**config.mk**
```make
export PLATFORM = sky130hd
export DESIGN_NAME = edid_fetch_seq
export DESIGN_NICKNAME = d
export VERILOG_FILES = /design/src/rtl/edid_fetch_pkg.sv /design/src/rtl/edid_fetch_dp.sv /design/src/rtl/edid_fetch_ctl.sv /design/src/rtl/edid_fetch_seq.sv
export SDC_FILE = /design/constraint.sdc
export NUM_CORES = 1
export LEC_CHECK = 0
export CORE_MARGIN = 3
export CORE_UTILIZATION = 65
export DETAILED_ROUTE_END_ITERATION = 8
export PLACE_DENSITY = 0.94
export SYNTH_ARGS = -nofsm -noshare
export SYNTH_HDL_FRONTEND = slang
export SYNTH_SLANG_ARGS = --single-unit
export TNS_END_PERCENT = 1
```
**constraint.sdc**
```tcl
create_clock -name clk -period 10.33 [get_ports clk]
set_input_delay 1.5495 -clock clk [delete_from_list [all_inputs] [get_ports clk]]
set_output_delay 1.5495 -clock clk [all_outputs]
set_load 0.05 [all_outputs]
```
**src/rtl/edid_fetch_pkg.sv**
```systemverilog
package edid_fetch_pkg;

  typedef enum logic [2:0] {
    ERR_NONE      = 3'd0,
    ERR_TIMEOUT   = 3'd1,
    ERR_CHECKSUM  = 3'd2,
    ERR_VERSION   = 3'd3,
    ERR_NO_TIMING = 3'd4
  } fetchErr_t;

  // control-to-datapath strobes
  typedef struct packed {
    logic beginAttempt;  // offset and sum back to zero
    logic latchBurst;    // new burst issued, clear byte counter
    logic acceptRx;      // returned bytes may be stored
    logic advance;       // burst finished, move offset on
  } dpStrobe_t;

  // byte positions decoded by the acceptance logic
  localparam int VER_BYTE      = 18;
  localparam int REV_BYTE      = 19;
  localparam int FEAT_BYTE     = 24;
  localparam int FEAT_PREF_BIT = 1;
  localparam int MIN_REV       = 3;
  localparam int DTD_BASE      = 54;
  localparam int DTD_STRIDE    = 18;
  localparam int DTD_COUNT     = 4;
  localparam int OFS_W         = 16;

endpackage

```
**src/rtl/edid_fetch_dp.sv**
```systemverilog
module edid_fetch_dp
  import edid_fetch_pkg::*;
#(
  parameter int BLOCK_BYTES = 128,
  parameter int BURST_MAX   = 16,
  localparam int IDX_W = $clog2(BLOCK_BYTES),
  localparam int CNT_W = $clog2(BURST_MAX + 1)
) (
  input  logic                 clk,
  input  logic                 rstN,
  input  dpStrobe_t            strobe,
  input  logic                 rxValid,
  input  logic [7:0]           rxData,
  input  logic [IDX_W-1:0]     rdAddr,
  output logic [7:0]           rdData,
  output logic [7:0]           xferSeg,
  output logic [7:0]           xferOfs,
  output logic [CNT_W-1:0]     xferCount,
  output logic                 lastBurst,
  output logic                 sumOk,
  output logic                 versionOk,
  output logic [DTD_COUNT-1:0] dtdUsable
);

  localparam logic [OFS_W-1:0] BLOCK_W = OFS_W'(BLOCK_BYTES);
  localparam logic [OFS_W-1:0] BURST_W = OFS_W'(BURST_MAX);

  logic [OFS_W-1:0] offset;
  logic [OFS_W-1:0] rxCnt;
  logic [OFS_W-1:0] remaining;
  logic [OFS_W-1:0] burstLen;
  logic [OFS_W-1:0] wrPos;
  logic [7:0]       sum;
  logic [7:0]       mem [BLOCK_BYTES];

  always_comb begin
    remaining = BLOCK_W - offset;
    burstLen  = (remaining > BURST_W) ? BURST_W : remaining;
    wrPos     = offset + rxCnt;
  end

  assign xferSeg   = offset[15:8];
  assign xferOfs   = offset[7:0];
  assign xferCount = burstLen[CNT_W-1:0];
  assign lastBurst = (offset + burstLen) >= BLOCK_W;
  assign sumOk     = (sum == 8'd0);

  always_ff @(posedge clk) begin
    if (!rstN) begin
      offset <= '0;
      rxCnt  <= '0;
      sum    <= '0;
    end else begin
      if (strobe.beginAttempt) begin
        offset <= '0;
        sum    <= '0;
      end else if (strobe.advance) begin
        offset <= offset + burstLen;
      end
      if (strobe.latchBurst) begin
        rxCnt <= '0;
      end else if (strobe.acceptRx && rxValid) begin
        rxCnt <= rxCnt + 1'b1;
        sum   <= sum + rxData;
      end
    end
  end

  always_ff @(posedge clk) begin
    if (strobe.acceptRx && rxValid && (wrPos < BLOCK_W))
      mem[wrPos[IDX_W-1:0]] <= rxData;
  end

  assign rdData    = mem[rdAddr];
  assign versionOk = (mem[VER_BYTE] == 8'd1) &&
                     ((mem[REV_BYTE] >= 8'(MIN_REV)) || mem[FEAT_BYTE][FEAT_PREF_BIT]);

  for (genvar g = 0; g < DTD_COUNT; g++) begin : gDtd
    assign dtdUsable[g] = (mem[DTD_BASE + g*DTD_STRIDE] != 8'd0) ||
                          (mem[DTD_BASE + g*DTD_STRIDE + 1] != 8'd0);
  end

  assert_offset_bound_R1: assert property (@(posedge clk) disable iff (!rstN)
    offset <= BLOCK_W);

  assert_burst_size_R2: assert property (@(posedge clk) disable iff (!rstN)
    (strobe.latchBurst) |-> (burstLen != '0) && (burstLen <= BURST_W));

  // engine assumption: a burst delivers exactly the requested count
  assert_burst_fill_R2: assert property (@(posedge clk) disable iff (!rstN)
    strobe.advance |-> (rxCnt == burstLen));

endmodule

```
**src/rtl/edid_fetch_ctl.sv**
```systemverilog
module edid_fetch_ctl
  import edid_fetch_pkg::*;
#(
  parameter int TIMEOUT_CYCLES = 40_000_000,
  parameter int MAX_RETRIES    = 2,
  localparam int TMO_W = $clog2(TIMEOUT_CYCLES + 1),
  localparam int RTY_W = $clog2(MAX_RETRIES + 2)
) (
  input  logic                 clk,
  input  logic                 rstN,
  input  logic                 start,
  input  logic                 xferDone,
  input  logic                 lastBurst,
  input  logic                 sumOk,
  input  logic                 versionOk,
  input  logic [DTD_COUNT-1:0] dtdUsable,
  output dpStrobe_t            strobe,
  output logic                 xferStart,
  output logic                 fifoClear,
  output logic                 engineEnable,
  output logic                 busy,
  output logic                 done,
  output fetchErr_t            errCode,
  output logic [1:0]           timingIdx
);

  typedef enum logic [2:0] {S_IDLE, S_CLEAR, S_ISSUE, S_WAIT, S_CHECK} state_t;

  localparam logic [TMO_W-1:0] TMO_LAST  = TMO_W'(TIMEOUT_CYCLES - 1);
  localparam logic [RTY_W-1:0] RTY_LIMIT = RTY_W'(MAX_RETRIES);

  state_t           state;
  logic [TMO_W-1:0] timer;
  logic [RTY_W-1:0] tries;

  logic      timedOut, badSum, failNow, retryOk, checkDone, finishNow;
  fetchErr_t failCode, checkCode, finishCode;
  logic [1:0] firstIdx;

  always_comb begin
    firstIdx = '0;
    for (int i = DTD_COUNT - 1; i >= 0; i--)
      if (dtdUsable[i]) firstIdx = 2'(i);
  end

  always_comb begin
    timedOut   = (state == S_WAIT) && !xferDone && (timer == TMO_LAST);
    badSum     = (state == S_CHECK) && !sumOk;
    failNow    = timedOut || badSum;
    failCode   = timedOut ? ERR_TIMEOUT : ERR_CHECKSUM;
    retryOk    = tries < RTY_LIMIT;
    checkDone  = (state == S_CHECK) && sumOk;
    checkCode  = !versionOk ? ERR_VERSION :
                 (dtdUsable == '0) ? ERR_NO_TIMING : ERR_NONE;
    finishNow  = (failNow && !retryOk) || checkDone;
    finishCode = failNow ? failCode : checkCode;

    strobe.beginAttempt = ((state == S_IDLE) && start) || (failNow && retryOk);
    strobe.latchBurst   = (state == S_ISSUE);
    strobe.acceptRx     = (state == S_WAIT);
    strobe.advance      = (state == S_WAIT) && xferDone;
  end

  assign busy         = (state != S_IDLE);
  assign engineEnable = busy;
  assign xferStart    = (state == S_ISSUE);
  assign fifoClear    = (state == S_CLEAR);

  always_ff @(posedge clk) begin
    if (!rstN) begin
      state     <= S_IDLE;
      timer     <= '0;
      tries     <= '0;
      done      <= 1'b0;
      errCode   <= ERR_NONE;
      timingIdx <= '0;
    end else begin
      done <= 1'b0;
      if (finishNow) begin
        state     <= S_IDLE;
        done      <= 1'b1;
        errCode   <= finishCode;
        timingIdx <= (finishCode == ERR_NONE) ? firstIdx : 2'd0;
      end else if (failNow) begin
        tries <= tries + 1'b1;
        state <= S_CLEAR;
      end else begin
        unique case (state)
          S_IDLE: if (start) begin
            state   <= S_CLEAR;
            tries   <= '0;
            errCode <= ERR_NONE;
          end
          S_CLEAR: state <= S_ISSUE;
          S_ISSUE: begin
            timer <= '0;
            state <= S_WAIT;
          end
          S_WAIT: begin
            if (xferDone) state <= lastBurst ? S_CHECK : S_CLEAR;
            else          timer <= timer + 1'b1;
          end
          default: state <= S_IDLE;
        endcase
      end
    end
  end

  assert_clear_before_issue_R4: assert property (@(posedge clk) disable iff (!rstN)
    xferStart |-> $past(fifoClear));

  assert_wait_window_R5: assert property (@(posedge clk) disable iff (!rstN)
    (state == S_WAIT) |-> (timer < TMO_W'(TIMEOUT_CYCLES)));

  assert_retry_bound_R6: assert property (@(posedge clk) disable iff (!rstN)
    tries <= RTY_LIMIT);

  assert_accept_rule_R8: assert property (@(posedge clk) disable iff (!rstN)
    (done && (errCode == ERR_NONE)) |-> versionOk && (dtdUsable != '0));

  assert_release_engine_R10: assert property (@(posedge clk) disable iff (!rstN)
    done |-> (!engineEnable && $past(busy)));

endmodule

```
**src/rtl/edid_fetch_seq.sv**
```systemverilog
module edid_fetch_seq
  import edid_fetch_pkg::*;
#(
  parameter int BLOCK_BYTES    = 128,
  parameter int BURST_MAX      = 16,
  parameter int TIMEOUT_CYCLES = 40_000_000,
  parameter int MAX_RETRIES    = 2,
  localparam int IDX_W = $clog2(BLOCK_BYTES),
  localparam int CNT_W = $clog2(BURST_MAX + 1)
) (
  input  logic             clk,
  input  logic             rstN,
  input  logic             start,
  output logic             busy,
  output logic             done,
  output logic [2:0]       errCode,
  output logic [1:0]       timingIdx,
  output logic             engineEnable,
  output logic             fifoClear,
  output logic             xferStart,
  output logic [7:0]       xferSeg,
  output logic [7:0]       xferOfs,
  output logic [CNT_W-1:0] xferCount,
  input  logic             xferDone,
  input  logic             rxValid,
  input  logic [7:0]       rxData,
  input  logic [IDX_W-1:0] rdAddr,
  output logic [7:0]       rdData
);

  dpStrobe_t            strobe;
  fetchErr_t            errState;
  logic                 lastBurst, sumOk, versionOk;
  logic [DTD_COUNT-1:0] dtdUsable;

  edid_fetch_ctl #(
    .TIMEOUT_CYCLES(TIMEOUT_CYCLES),
    .MAX_RETRIES   (MAX_RETRIES)
  ) u_ctl (
    .clk(clk), .rstN(rstN), .start(start), .xferDone(xferDone),
    .lastBurst(lastBurst), .sumOk(sumOk), .versionOk(versionOk),
    .dtdUsable(dtdUsable), .strobe(strobe), .xferStart(xferStart),
    .fifoClear(fifoClear), .engineEnable(engineEnable), .busy(busy),
    .done(done), .errCode(errState), .timingIdx(timingIdx)
  );

  edid_fetch_dp #(
    .BLOCK_BYTES(BLOCK_BYTES),
    .BURST_MAX  (BURST_MAX)
  ) u_dp (
    .clk(clk), .rstN(rstN), .strobe(strobe), .rxValid(rxValid),
    .rxData(rxData), .rdAddr(rdAddr), .rdData(rdData),
    .xferSeg(xferSeg), .xferOfs(xferOfs), .xferCount(xferCount),
    .lastBurst(lastBurst), .sumOk(sumOk), .versionOk(versionOk),
    .dtdUsable(dtdUsable)
  );

  assign errCode = errState;

endmodule

```
== Word level (Yosys, flattened, before mapping) ==
Memories as Yosys holds them, arrays and structs flattened.
Cells that the tools add are included.

* Logic and storage cells: 117
* Memories kept: 1
* Output and inout port bits: 39
* Bits in registers: 77
* Memory bits (writable): 1024
* Input port bits: 20

{| class="wikitable"
|+ Memories
! memory !! words !! bits a word !! rd ports !! clocked after Yosys merged registers in !! write ports !! line !! text
|-
| u_dp.mem || 128 || 8 || 12 || 0 || 1 || edid_fetch_dp.sv:34 || <nowiki>logic [7:0] mem [BLOCK_BYTES];</nowiki>
|}

* Reduce and logical (&&, ||, !) cells: 49
* Bitwise logic cells: 3
* Add/subtract/negate cells: 7
* Multiplexer cells: 30
* Equality and inequality tests: 12
* Magnitude comparators: 5

{| class="wikitable"
|+ Operators with widths
! cell !! number
|-
| 8-bit nonzero test || 8
|-
| 26-bit one-hot mux with 2 select lines || 1
|-
| 16-bit adder || 2
|-
| 3-bit two-way mux || 10
|-
| 26-bit by 1-bit adder with 26-bit output (second input constant) || 1
|-
| 26-bit == test (second input constant) || 1
|-
| 26-bit two-way mux || 1
|-
| 8-bit two-way mux || 3
|-
| 2-bit two-way mux || 9
|-
| 16-bit by 1-bit adder with 16-bit output (second input constant) || 1
|-
| 16-bit by 8-bit >= comparator with 1-bit output (second input constant) || 1
|-
| 16-bit by 5-bit > comparator with 1-bit output (second input constant) || 1
|-
| 16-bit by 8-bit less-than comparator with 1-bit output (second input constant) || 1
|-
| 16-bit two-way mux || 1
|-
| 8-bit by 16-bit subtractor with 16-bit output (first input constant) || 1
|-
| 3-bit one-hot mux with 4 select lines || 1
|-
| 1-bit logical AND || 11
|-
| 2-bit nonzero test || 5
|-
| 8-bit adder || 1
|-
| 8-bit by 1-bit == test with 1-bit output (second input constant) || 1
|-
| 8-bit by 2-bit >= comparator with 1-bit output (second input constant) || 1
|-
| 8-bit zero test || 1
|-
| 1-bit logical OR || 8
|-
| 2-bit inequality test (second input constant) || 4
|-
| 18 further kinds || 31
|}

== Logic depth before layout (Yosys ltp) ==
* Depth in word-level cells: 9
* Depth in mapped cells: 22

== Hierarchy ==
Synthesis repeated with hierarchy kept, for this count alone.

* Cells, all modules: 2411
* Area total of the unflattened synthesis: 45864.0 sq um

{| class="wikitable"
|+ By module, submodules not included
! module !! area each (sq um) !! seq. area each (sq um) !! instances !! cells an instance
|-
| edid_fetch_dp || 43855.8 || 31550.3 || 1 || 2170
|-
| edid_fetch_ctl || 2008.2 || 740.7 || 1 || 241
|}

== Worst setup path before layout ==
No wires, ideal clock.

* Path kind: input port to output port
* Start: input port rdAddr[0]
* End: output port rdData[0]
* Cell stages on the path: 7
* Arrival time: 4542 ps
* Path slack: 4239 ps
* Path buffers: 3
* Cell sequence: clkbuf_1 -> buf_1 -> buf_1 -> mux4_2 -> mux4_2 -> mux4_2 -> mux2_2

* Longest elaborated chain between the ends: 1

{| class="wikitable"
|+ RTL lines
! what !! line !! text
|-
| start, declared || edid_fetch_seq.sv:27 || <nowiki>input logic [IDX_W-1:0] rdAddr,</nowiki>
|-
| memory read 128 x 8 bit || -- ||
|-
| end, declared || edid_fetch_seq.sv:28 || <nowiki>output logic [7:0] rdData</nowiki>
|}

No other way between the ends.

== Worst setup path in the final report ==
* Start: input port rdAddr[1]
* End: output port rdData[1]

Same word-level chain as after synthesis.

==> results.py <==
metrics = {
    "critical_path": {
        "worst-path-buf-inv": 3,
        "crit_required_ns": 8.78,
        "critPathMaxFanout": 118,
        "crit_path_end_kind": "output port",
        "arrival_ns": 6.04,
        "worstSetupStartpointType": "input pin",
        "critPathMostFrequentCell": "mux4_2",
        "crit_slowest_cell": "buf_4",
        "max_stage_delay_ns": 0.76,
        "crit_type": "input pin to output port",
        "crit_chain": "buf_8 > buf_4 > mux4_2 > mux4_2 > mux4_2 > mux2_2 > clkdlybuf4s50_1",
        "cp_top_family": "buffers and inverters",
    },
    "clocking": {
        "tritoncts": "done",
        "h-tree-depth": 3,
        "numCtsBuffers": 103,
        "clock-sinks": 1101,
        "postCtsHoldBufs": 0,
        "cts.path.max_buffers": 3,
        "cts_setup_buffers": 0,
        "root_buffer": "clkbuf_16",
        "clkTransAtPathRegs_ns": 0.06,
        "clock_latency_ns": 0.71,
        "cts_resized": 0,
    },
    "routing": {
        "wl_per_cell_um": 40.6,
        "drt.antenna.violating_nets": 0,
        "vias": 27000,
        "drt_iter0_drc": 5032,
        "drc": 0,
        "viasPerCell": 7.76,
        "drtPass1Iterations": 6,
        "wirelength_mm": 141,
    },
    "placed_design": {
        "post-place-ws_ns": 2.86,
        "gp_congestion": 0.897,
        "hpwl_mm": 78.7,
        "port-buffer-count": 58,
        "placed_area_um2": 47000,
    },
    "cells_and_area": {
        "final_common_cell": "edfxtp_1",
        "postLayoutCoreUtil": 0.743,
        "area_growth_syn_to_layout_pct": 12.0,
        "layout_common_cells": "edfxtp_1, mux4_2, nor3_1",
        "num-nets-final": 2512,
        "postLayoutCellArea_um2": 50500,
        "drive_above_1_share": 0.256,
    },
    "die": {
        "start_util": 0.664,
        "ios": 59,
        "die_area_um2": 72600,
        "fp.coreArea_um2": 68000,
        "die_x_um": 270,
        "die_y_um": 270,
        "core.rowCount": 95,
    },
    "power_and_ir_drop": {
        "total_power_uw": 9220,
        "clock_power_share": 0.413,
        "ir_drop_v": 0.000147,
        "power_switching_uw": 2090,
        "swShare": 0.227,
        "seq_power_share": 0.529,
        "combPwrFrac": 0.058,
        "powerDensity_nw_per_um2": 183,
        "power.internal_uw": 7130,
        "p_leak_uw": 0.0159,
    },
    "logic_synthesis": {
        "synthFlopType": "edfxtp_1",
        "synth_compound_area_frac": 0.0223,
        "synthArstFlopShare": 0,
        "ys_seq_area_frac": 0.715,
        "synthCells": 2337,
        "yosys_warnings": 0,
        "synth-simple-area-share": 0.0520,
        "synth.mux.area_fraction": 0.173,
        "yosysUniqueCellTypes": 74,
        "ys_ff_latch": 1101,
        "postSynthAreaPerCell_um2": 19.3,
        "synth_xor_area_frac": 0.0144,
        "synth_fa_ha_area_frac": 0.0100,
        "syn_area_um2": 45100,
        "synth_top_family_by_area": "multiplexers",
        "synth_edf_count": 1024,
    },
    "outcome": {
        "violations": "capacitance limit, slew limit",
        "status": "finished with violations",
    },
    "timing": {
        "clock_skew_ns": 0.0348,
        "slew_violations": 17,
        "tightest_slew_ns": 1.53,
        "setup_tns_ns": 0,
        "finalSetupViolCount": 0,
        "slew_headroom": -0.0226,
        "min_period_ns": 7.59,
        "hold_viol": 0,
        "max_freq_mhz": 132,
        "fin_crit_sh": 0.735,
        "rsz0062_at_grt": "false",
        "finalWorstSetupSlack_ns": 2.74,
    },
    "grt": {
        "grt.overflow.total": 0,
        "grt_pass1_wl_mm": 200,
        "antenna_found_initial": 16,
        "grtUsageTotal": 0.392,
        "grt_start_max_net_pins": 119,
        "grt_pass1_vias": 26500,
    },
    "worst_hold_path": {
        "hold_path_class": "flop to flop",
    },
    "flow_run": {
        "maxCapViolCount": 2,
    },
}
## cell type report
| type | count | area (µm²) |
|---|---|---|
| diodes | 8 | 20.0 |
| clock buffers | 125 | 2720 |
| clock inverters | 70 | 621 |
| fillers | 3490 | 17500 |
| inverters | 24 | 90.1 |
| multi-input cells | 1090 | 12500 |
| flip-flops and latches | 1101 | 32300 |
| well taps | 921 | 1150 |
| repair buffers | 137 | 1160 |
## cells in the mapped netlist, drive strengths merged (5+ instances only)
| master | instances | share of area |
|---|---|---|
| edfxtp | 1024 | 0.68 |
| mux4 | 336 | 0.17 |
| nor3 | 146 | 0.016 |
| nor2 | 101 | 0.0084 |
| clkbuf | 87 | 0.0073 |
| nand2 | 81 | 0.0067 |
| dfxtp | 77 | 0.034 |
| a21oi | 51 | 0.0060 |
| xor2 | 41 | 0.0080 |
| buf | 40 | 0.0039 |
| ha | 33 | 0.0091 |
| xnor2 | 33 | 0.0064 |
| o21ai | 27 | 0.0030 |
| inv | 24 | 0.0020 |
| nand3 | 24 | 0.0027 |
| nor4 | 23 | 0.0033 |
| and3 | 16 | 0.0022 |
| nand4 | 13 | 0.0018 |
| a21o | 12 | 0.0020 |
| a211oi | 11 | 0.0019 |
| mux2i | 11 | 0.0025 |
| mux2 | 10 | 0.0025 |
| nor2b | 10 | 0.0014 |
| nand2b | 8 | 0.0011 |
| or3 | 8 | 0.0012 |
| or4 | 8 | 0.0015 |
| and2 | 7 | 0.0010 |
| a32o | 6 | 0.0013 |
| o211ai | 6 | 0.0010 |
| and4 | 5 | 0.00097 |
| o21bai | 5 | 0.00083 |
| o31ai | 5 | 0.00083 |
## tightest hold or removal path, stage by stage (launching register included)
cell     delay, ns
dfxtp_1       0.33
nand2_1       0.05
o21ai_0       0.06
## power groups by stage
stage	logic [µW]	registers [µW]	clock network (µW)
6_report	534	4880	3810
5_1_grt	542	4870	3960
4_1_cts	517	4880	3800
3_5_place_dp	502	4970	0
3_3_place_gp	465	4970	0
2_1_floorplan	293	4970	0
## state kept, by name (all words and copies together), names as in the netlist, 2 cells and up
register         flops
u_ctl.errCode        3
u_ctl.state          3
u_ctl.timer         26
u_ctl.timingIdx      2
u_ctl.tries          2
u_dp.mem          1024
u_dp.offset         16
u_dp.rxCnt          16
u_dp.sum             8
## kinds of logic after synthesis
| logic type | Yosys count |
|---|---|
| buffers and inverters | 151 |
| other | 1 |
| AO/OA/AOI/OAI | 149 |
| adder cells (fa/ha/maj) | 35 |
| flip-flops | 1101 |
| XOR/XNOR | 74 |
| AND/OR/NAND/NOR | 469 |
| multiplexers | 357 |
## through the flow
| step | std cells | hold slack [ns] |
|---|---|---|
| 6_report | 3476 | 0.482 |
| 5_1_grt | 3469 | 0.501 |
| 4_1_cts | 3461 | 0.479 |
| 3_5_place_dp | 3266 | 0.476 |
| 3_3_place_gp | 3265 | 0.445 |
| 2_1_floorplan | 2342 | 0.449 |
## routing by layer
layer | wire length (µm) | up-vias | part of all wire | track usage
met5 | 82 | - | 0.00058 | 0
met4 | 14500 | 12 | 0.10 | 0.287
met3 | 17600 | 826 | 0.12 | 0.106
met2 | 67700 | 3014 | 0.48 | 0.629
met1 | 41100 | 13200 | 0.29 | 0.462
li1 | - | 9895 | - | -
## path summary, 6_finish.rpt
| kind | startpoint | endpoint | slack (ns) | cells after the start |
|---|---|---|---|---|
| max | rdAddr[1] | rdData[1] | 2.74 | 7 |
| min | u_dp.sum[0]$_SDFF_PN0_ | u_dp.sum[0]$_SDFF_PN0_ | 0.48 | 2 |
| max reg2reg | u_dp.offset[1]$_SDFFE_PP0P_ | u_dp.mem[42][4]$_DFFE_PP_ | 3.94 | 13 |
| min reg2reg | u_dp.sum[0]$_SDFF_PN0_ | u_dp.sum[0]$_SDFF_PN0_ | 0.48 | 2 |
No activity file was read; power rests on OpenSTA's default activity.
